### config.mk
export PLATFORM = sky130hd
export DESIGN_NAME = regstk
export DESIGN_NICKNAME = d
export VERILOG_FILES = /design/src/rtl/regstk_pkg.sv /design/src/rtl/regstk_ctrl.sv /design/src/rtl/regstk_array.sv /design/src/rtl/regstk_outreg.sv /design/src/rtl/regstk.sv
export SDC_FILE = /design/constraint.sdc
export NUM_CORES = 1
export LEC_CHECK = 0
export BUFFER_PORTS_ARGS = -buffer_cell sky130_fd_sc_hd__buf_2
export CAP_MARGIN = 20
export CORE_UTILIZATION = 45
export CTS_CLUSTER_DIAMETER = 150
export DETAILED_ROUTE_END_ITERATION = 6
export GPL_TIMING_DRIVEN = 0
export PLACE_DENSITY = 0.71
export RECOVER_POWER = 100
export SLEW_MARGIN = 40
export SYNTH_ARGS = -nofsm -noshare
export SYNTH_HDL_FRONTEND = slang
export SYNTH_SLANG_ARGS = --single-unit
export TNS_END_PERCENT = 10
### constraint.sdc
create_clock -name clk -period 1.6 [get_ports clk]
set_input_delay 0.32 -clock clk [delete_from_list [all_inputs] [get_ports clk]]
set_output_delay 0.32 -clock clk [all_outputs]
set_load 0.05 [all_outputs]
### src/rtl/regstk_pkg.sv
// Shared types for the register-stack RAM.
// Assumes: nothing beyond IEEE 1800-2017 packages.
package regstk_pkg;

    // Storage model choice for the array.
    typedef enum logic {
        WR_SAMPLED = 1'b0,  // array written at clock edges
        WR_LATCHED = 1'b1   // array is transparent latches
    } wr_model_e;

    // Decoded per-cycle operation from the control inputs.
    typedef struct packed {
        logic wr;      // write condition holds this cycle
        logic cap_rd;  // strobe rise, register takes array word
        logic cap_wr;  // strobe rise, register takes din
    } regstk_cmd_t;

endpackage

### src/rtl/regstk_ctrl.sv
// Control decode: turns select, write enable and the strobe into a write
// level and two capture pulses. The strobe is sampled on clk; a rise is a
// cycle with stb high whose previous sampled value was low.
// Assumes: stb is synchronous to clk and changes at most once per cycle.
module regstk_ctrl
    import regstk_pkg::*;
(
    input  logic        clk,
    input  logic        cs_n,
    input  logic        we_n,
    input  logic        stb,
    output regstk_cmd_t cmd
);

    logic stb_q;
    logic stb_rise;

    // Hold last cycle's strobe level for edge detection (no reset needed:
    // it only mirrors an input one cycle late).
    always_ff @(posedge clk) begin
        stb_q <= stb;
    end

    // Decode the operation for the current cycle.
    always_comb begin
        stb_rise   = stb & ~stb_q;
        cmd.wr     = ~cs_n & ~we_n & ~stb;
        cmd.cap_rd = stb_rise & ~cs_n &  we_n;
        cmd.cap_wr = stb_rise & ~cs_n & ~we_n;
    end

endmodule

### src/rtl/regstk_array.sv
// Storage array of DEPTH words of DW bits with one combinational read port
// and one write port. WR_MODEL picks edge-sampled flops or transparent
// latches; both follow din while wr is held.
// Assumes: wr is low whenever the strobe is high, so no read capture sees
// a word being written in the same cycle.
module regstk_array
    import regstk_pkg::*;
#(
    parameter int        AW       = 4,
    parameter int        DW       = 4,
    parameter wr_model_e WR_MODEL = WR_SAMPLED,
    localparam int       DEPTH    = 1 << AW
) (
    input  logic          clk,
    input  logic          wr,
    input  logic [AW-1:0] addr,
    input  logic [DW-1:0] din,
    output logic [DW-1:0] rd_data
);

    generate
        if (WR_MODEL == WR_LATCHED) begin : g_latch
            logic          unused_clk;
            logic [DW-1:0] mem [DEPTH];

            assign unused_clk = clk;

            // Open the addressed word while the write condition holds.
            always_latch begin
                if (wr) begin
                    mem[addr] <= din;
                end
            end

            // Read the addressed word.
            assign rd_data = mem[addr];
        end else begin : g_flop
            logic [DW-1:0] mem [DEPTH];

            // Take din into the addressed word at each edge with wr high.
            always_ff @(posedge clk) begin
                if (wr) begin
                    mem[addr] <= din;
                end
            end

            // Read the addressed word.
            assign rd_data = mem[addr];
        end
    endgenerate

endmodule

### src/rtl/regstk_outreg.sv
// Output register and driver enable. Loads din on a write-edge, the array
// word on a read-edge, and otherwise holds. The driver enable is the
// inverse of oe_n and never feeds back into the register.
// Assumes: cap_rd and cap_wr are never high together.
module regstk_outreg
    import regstk_pkg::*;
#(
    parameter int DW = 4
) (
    input  logic          clk,
    input  logic          rst_n,
    input  regstk_cmd_t   cmd,
    input  logic [DW-1:0] rd_data,
    input  logic [DW-1:0] din,
    input  logic          oe_n,
    output logic [DW-1:0] q,
    output logic          q_en
);

    logic unused_wr;
    assign unused_wr = cmd.wr;

    // Capture the selected source on a strobe rise; synchronous clear.
    always_ff @(posedge clk) begin
        if (!rst_n) begin
            q <= '0;
        end else if (cmd.cap_wr) begin
            q <= din;
        end else if (cmd.cap_rd) begin
            q <= rd_data;
        end
    end

    // Drive enable for the output pads.
    always_comb begin
        q_en = ~oe_n;
    end

endmodule

### src/rtl/regstk.sv
// Register-stack RAM top: control decode, storage array and output
// register. See doc/BRIEF.md for the operation rules.
// Assumes: all inputs are synchronous to clk.
module regstk
    import regstk_pkg::*;
#(
    parameter int        AW       = 4,
    parameter int        DW       = 4,
    parameter wr_model_e WR_MODEL = WR_SAMPLED
) (
    input  logic          clk,
    input  logic          rst_n,
    input  logic [AW-1:0] addr,
    input  logic [DW-1:0] din,
    input  logic          cs_n,
    input  logic          we_n,
    input  logic          stb,
    input  logic          oe_n,
    output logic [DW-1:0] q,
    output logic          q_en
);

    regstk_cmd_t   cmd;
    logic [DW-1:0] rd_word;

    regstk_ctrl u_ctrl (
        .clk  (clk),
        .cs_n (cs_n),
        .we_n (we_n),
        .stb  (stb),
        .cmd  (cmd)
    );

    regstk_array #(
        .AW       (AW),
        .DW       (DW),
        .WR_MODEL (WR_MODEL)
    ) u_array (
        .clk     (clk),
        .wr      (cmd.wr),
        .addr    (addr),
        .din     (din),
        .rd_data (rd_word)
    );

    regstk_outreg #(
        .DW (DW)
    ) u_outreg (
        .clk     (clk),
        .rst_n   (rst_n),
        .cmd     (cmd),
        .rd_data (rd_word),
        .din     (din),
        .oe_n    (oe_n),
        .q       (q),
        .q_en    (q_en)
    );

endmodule

==> flow_summary.ini, run 1 <==
[setup_path]
required_ns = 1.60
startpoint_type = input port
crit_arrival_ns = 1.59
worst_setup_path_end_kind = register
path_max_fanout = 10
path_class = in -> reg
reg2reg_slack_ns = 0.11

[floorplanning]
num_rows = 28
dieWidth_um = 80.76
die_h_um = 80.76
start_util_pct = 46.87
coreArea_mm2 = 0.005956
die_area_mm2 = 0.006522
io_pins = 19

[placement]
gp_congestion = 0.7900
port_buffers = 15
dp_cells = 253
dp_hpwl_mm = 3.427

[synth]
ys_seq_area_share_pct = 72.43
synth_edf_count = 64
syn-cell-area_mm2 = 0.002791
avgSynthCellArea_um2 = 17.13
synthCells = 163
yosys_warnings = 0
synth-main-ff-cell = edfxtp_1
synthesis.nets = 177
async_flop_share_pct = 0
yosysUniqueCellTypes = 27
synth_seq_cells = 69

[cts]
cts_setup_buffers = 0
htree_levels = 3
worstSkewPairLatency_ns = 0.34
cts-resized-gates = 4
cts_buffers = 9
path_clk_slew_ns = 0.07
clock-sinks = 69
holdBufCountCts = 0
cts_tree = done
cts_root_buf = clkbuf_8
clockBufferDepth = 2

[power]
switchingPower_uw = 733.7
irDropWorstVdd_v = 0.0004185
pwr-share-comb_pct = 6.5
p_per_area_mw_per_mm2 = 1059
clkPwrFrac_pct = 34.0
p_total_mw = 3.345
p_seq_share_pct = 59.6
power_leakage_nw = 1.019
p_sw_share_pct = 21.93
p_int_mw = 2.612

[run]
cap_violations = 0

[grt]
grt_max_degree = 18
grt_usage_pct = 17.90
antenna_found_initial = 0
grt_pass1_vias = 1465
grt_first_pass_wirelength_mm = 7.879
grt-ovfl-total = 0

[sta]
setup_tns_ns = 0
max_freq_mhz = 627.3
period_needed_ns = 1.594
whs_ns = 0.1989
rsz0062_at_grt = true
setup_viol = 0
finalHoldViolCount = 0
worstMarginPinSlew_ns = 0.7843
period_share_pct = 99.64
max-slew-margin-rel_pct = 47.71
slew_viol_final = 0
fin_skew_ns = 0.004462

[routing]
vias = 1509
drc = 0
ant_nets = 0
finalWirelength_mm = 5.115
first_pass_iters = 4
drtIter0Drc = 124
via_per_inst = 5.610
wl_per_cell_um = 19.01

[cells_and_area]
n_antenna_cell = 0
final_layout_size_suffix_gt1_share_pct = 20.62
fin_cells = 269
area_growth_pct = 13.18
nets = 203

[run_status]
outcome = finished, final reports clean

[hold_path]
hold_class = in -> reg
## power groups by stage
| stage | Clock [mW] | Combinational (mW) | Sequential [mW] |
|---|---|---|---|
| finish | 1.14 | 0.216 | 1.99 |
| global route | 1.21 | 0.234 | 1.99 |
| CTS | 1.15 | 0.213 | 1.99 |
| detailed placement | 0 | 0.211 | 2.03 |
| global placement | 0 | 0.205 | 2.03 |
| floorplan | 0 | 0.114 | 2.05 |
## worst paths after layout
kind                                 startpoint                                  to  depth (start not counted)
max                                     addr[1]  u_array.g_flop.mem[1][2]$_DFFE_PP_                          5
min                                         stb                u_ctrl.stb_q$_DFF_P_                          1
max reg2reg  u_array.g_flop.mem[7][0]$_DFFE_PP_          u_outreg.q[0]$_SDFFE_PN0P_                          3
min reg2reg          u_outreg.q[0]$_SDFFE_PN0P_          u_outreg.q[0]$_SDFFE_PN0P_                          2
## logic make-up (layout without fill, tap and decap cells)
group,Yosys count,count (layout),synth area share (%)
flip-flops,69,69,72.43
AND/OR/NAND/NOR,45,45,7.710
buffers and inverters,10,41,2.017
multiplexers,21,21,13.27
AO/OA/AOI/OAI,18,18,4.572
## layer usage
metal | GRT usage, % | vias to the layer above | part of all wire (%)
li1 | - | 706 | -
met1 | 22.76 | 751 | 45
met2 | 27.71 | 43 | 49
met3 | 4.382 | 9 | 3.9
met4 | 11.25 | 0 | 2.1
met5 | 0 | - | 0
## area by class of cell
type	count	area [µm²]
fill	492	2796
sequential	69	2022
multi-input combinational	84	769.5
clock buffer	13	138.9
tap	75	93.84
timing repair buffer	15	65.06
buffer	8	50.05
clock inverter	3	12.51
inverter	2	7.507
## registers in the layout, summed over array words and instances, names as in the netlist
register            flops
u_array.g_flop.mem     64
u_ctrl.stb_q            1
u_outreg.q              4
## cells in the mapped netlist (2+ instances only)
| library cell | count | area, µm² |
|---|---|---|
| a21oi_1 | 3 | 15.01 |
| a22oi_1 | 3 | 22.52 |
| a311oi_1 | 3 | 26.28 |
| buf_2 | 3 | 15.01 |
| buf_6 | 2 | 22.52 |
| clkbuf_1 | 3 | 11.26 |
| dfxtp_1 | 5 | 100.1 |
| edfxtp_1 | 64 | 1922 |
| inv_1 | 2 | 7.510 |
| mux2i_1 | 10 | 100.1 |
| mux4_1 | 6 | 157.7 |
| mux4_2 | 5 | 112.6 |
| nand2_1 | 8 | 30.03 |
| nand2b_1 | 3 | 18.77 |
| nand3_1 | 2 | 10.01 |
| nor2_1 | 19 | 71.32 |
| nor3_1 | 5 | 25.02 |
| nor4_1 | 3 | 18.77 |
| o211ai_1 | 4 | 30.03 |
| o22ai_1 | 3 | 18.77 |
## through the flow
stage                     cell area, µm²  setup slack (ns)  utilization, %
after floorplan                     2796          -0.08606               -
after detailed placement            2965           -0.6240           49.79
after global placement              2965           -0.5413           49.79
after CTS                           3133         -0.009903           52.61
final                               3159          0.005761           53.05
after global routing                3159          -0.08259           53.05
## placed cells by master (no fill, tap or decap), drive strengths merged
cell and n:
edfxtp 64, mux2i 10, or3b 1, o311ai 1
a31oi 1, nand3 2, inv 2, clkbuf 27
or3 1, nand2b 3, nor2b 1, o22ai 3
nor4 3, o211ai 4, nand3b 1, a311oi 3
a22oi 3, clkinv 3, nor2 19, nand2 8
mux4 11, buf 9, nor3b 1, a21oi 3
dfxtp 5, nor3 5
## critical path, cell delays in order
cell and delay (ns):
buf_2 0.11, clkbuf_1 0.23, nor4_4 0.36, nand2_1 0.22
nor3_2 0.35
(Power assumes the default switching activity.)
==> run 2: changes to the inputs <==
- CELL_PAD_IN_SITES_DETAIL_PLACEMENT: default -> 1
- CELL_PAD_IN_SITES_GLOBAL_PLACEMENT: default -> 2
- CORE_UTILIZATION: 45 -> 40
- PLACE_DENSITY: 0.71 -> 0.8
- SETUP_SLACK_MARGIN: default -> 0.5
==> run 2 against run 1 <==
  * Wire length increased by 23%
  * Fmax increased by 9.7%
  * Hold slack improved by 0.043 ns
  * Largest power group unchanged
  * Total power increased by 8.1%
  * Combinational power increased by 20%
  * Highest routed layer unchanged
  * First-iteration DRC count decreased by 23%
  * Non-clock buffer count increased by 6
==> flow_summary.ini, run 2 (synthesis gave the netlist of run 1 again) <==
[setup_path]
slowest_stage = clkbuf_1
cp_cell_sequence = clkbuf_1
cp_num_cells = 1
worst_setup_path_end_kind = output pin
required_ns = 1.28
crit_family = buffers and inverters
cp.buffers_inverters = 1
path_max_fanout = 2
cp_slowest_stage_delay_ns = 0.47
startpoint_type = register
crit_arrival_ns = 1.13
r2r_cells = 4
path_class = reg -> out

[routing]
first_pass_iters = 4
drc = 0
wl_per_cell_um = 22.45
ant_nets = 0
vias = 1571
via_per_inst = 5.611
finalWirelength_mm = 6.287
drtIter0Drc = 95

[placement]
dp_hpwl_mm = 4.200
port_buffers = 15
place_ws_ns = -0.3879
gp_congestion = 0.7807

[sta]
max-slew-margin-rel_pct = 45.69
fin_skew_ns = 0.008619
rsz0062_at_grt = true
worstMarginPinSlew_ns = 0.8146
finalHoldViolCount = 0
period_needed_ns = 1.454
slew_viol_final = 0
max_freq_mhz = 687.9
whs_ns = 0.2417
period_share_pct = 90.86
fin_ws_ns = 0.1462
setup_tns_ns = 0
setup_viol = 0

[cells_and_area]
nets = 209
top_register = u_array.g_flop.mem
n_antenna_cell = 0
largestRegisters = u_array.g_flop.mem (64), u_outreg.q (4), u_ctrl.stb_q (1)
final_layout_size_suffix_gt1_share_pct = 25.00
layout_commonest_cell = edfxtp_1
largest_reg_flops = 64
final_cell_mix = edfxtp_1, nor2_1, clkbuf_1
area_growth_pct = 18.83
fin_util_pct = 49.09

[run_status]
outcome = finished, final reports clean

[floorplanning]
die_area_mm2 = 0.007316
io_pins = 19
num_rows = 30
dieWidth_um = 85.54
coreArea_mm2 = 0.006756
die_h_um = 85.54
start_util_pct = 41.31

[power]
p_int_mw = 2.847
p_seq_share_pct = 55.1
pwr-share-comb_pct = 7.2
p_sw_share_pct = 21.31
p_per_area_mw_per_mm2 = 1091
switchingPower_uw = 771.1
power_leakage_nw = 1.091
p_total_mw = 3.618
clkPwrFrac_pct = 37.8
irDropWorstVdd_v = 0.0007072

[cts]
cts_root_buf = clkbuf_8
cts_buffers = 9
htree_levels = 3
cts_tree = done
clockBufferDepth = 2
clock-sinks = 69
path_clk_slew_ns = 0.07
worstSkewPairLatency_ns = 0.33

[grt]
grt_usage_pct = 19.04
grt_max_degree = 18
antenna_found_initial = 0
grt_pass1_vias = 1733
grt_first_pass_wirelength_mm = 9.735
grt-ovfl-total = 0

[hold_path]
holdPathStages = 1
hold_class = in -> reg

[run]
cap_violations = 0
-- run 2: cell count changes in the layout (fill, tap and decap cells not counted), moves of 2 or more --
cell	previous run	this run
buf_4	0	6
mux4_2	5	7
nor2_2	6	2
a311oi_2	0	2
mux4_1	6	4
nor2_1	13	17
buf_6	2	6
clkbuf_1	14	12
buf_2	7	4
clkbuf_16	0	2
a311oi_1	3	1
nor3_4	0	2
-- run 2: timing repair --
item,CTS,global route
gates resized for setup,41,5
buffers inserted,6,0
setup endpoints to repair,72,72
pin swaps,10,2
hold buffers,0,0
endpoints found under the hold margin,0,0
-- run 2: power by group through the flow --
stage	Combinational (mW)	Clock [mW]	Sequential [mW]
2_1_floorplan	0.125	0	2.05
3_3_place_gp	0.222	0	2.03
3_5_place_dp	0.233	0	2.03
4_1_cts	0.277	1.39	1.99
5_1_grt	0.278	1.46	1.99
6_report	0.259	1.37	1.99
-- run 2: final timing paths --
kind / startpoint / end / slack, ns
min: stb / u_ctrl.stb_q$_DFF_P_ / 0.24
min reg2reg: u_outreg.q[2]$_SDFFE_PN0P_ / u_outreg.q[2]$_SDFFE_PN0P_ / 0.58
max reg2reg: u_ctrl.stb_q$_DFF_P_ / u_outreg.q[1]$_SDFFE_PN0P_ / 0.18
max: u_outreg.q[2]$_SDFFE_PN0P_ / q[2] / 0.15
-- run 2: final cells by class --
| type | count | area, µm² |
|---|---|---|
| Fill cell | 651 | 3440 |
| Sequential cell | 69 | 2022 |
| Multi-Input combinational cell | 84 | 773.2 |
| Clock buffer | 14 | 152.6 |
| Timing Repair Buffer | 21 | 113.9 |
| Buffer | 8 | 113.9 |
| Tap cell | 80 | 100.1 |
| Clock inverter | 2 | 33.78 |
| Inverter | 2 | 7.507 |
-- run 2: routing by layer --
metal	vias to the layer above	routed length (µm)	GRT usage, %
met5	-	0	0
met2	33	3069	30.47
li1	720	-	-
met3	10	223	5.197
met1	808	2897	25.16
met4	0	96	6.970
-- run 2: through the flow --
stage | cell area, µm² | instances
floorplan | 2861 | 163
global placement | 3037 | 258
detailed placement | 3037 | 258
CTS | 3417 | 280
global route | 3317 | 280
finish | 3317 | 280
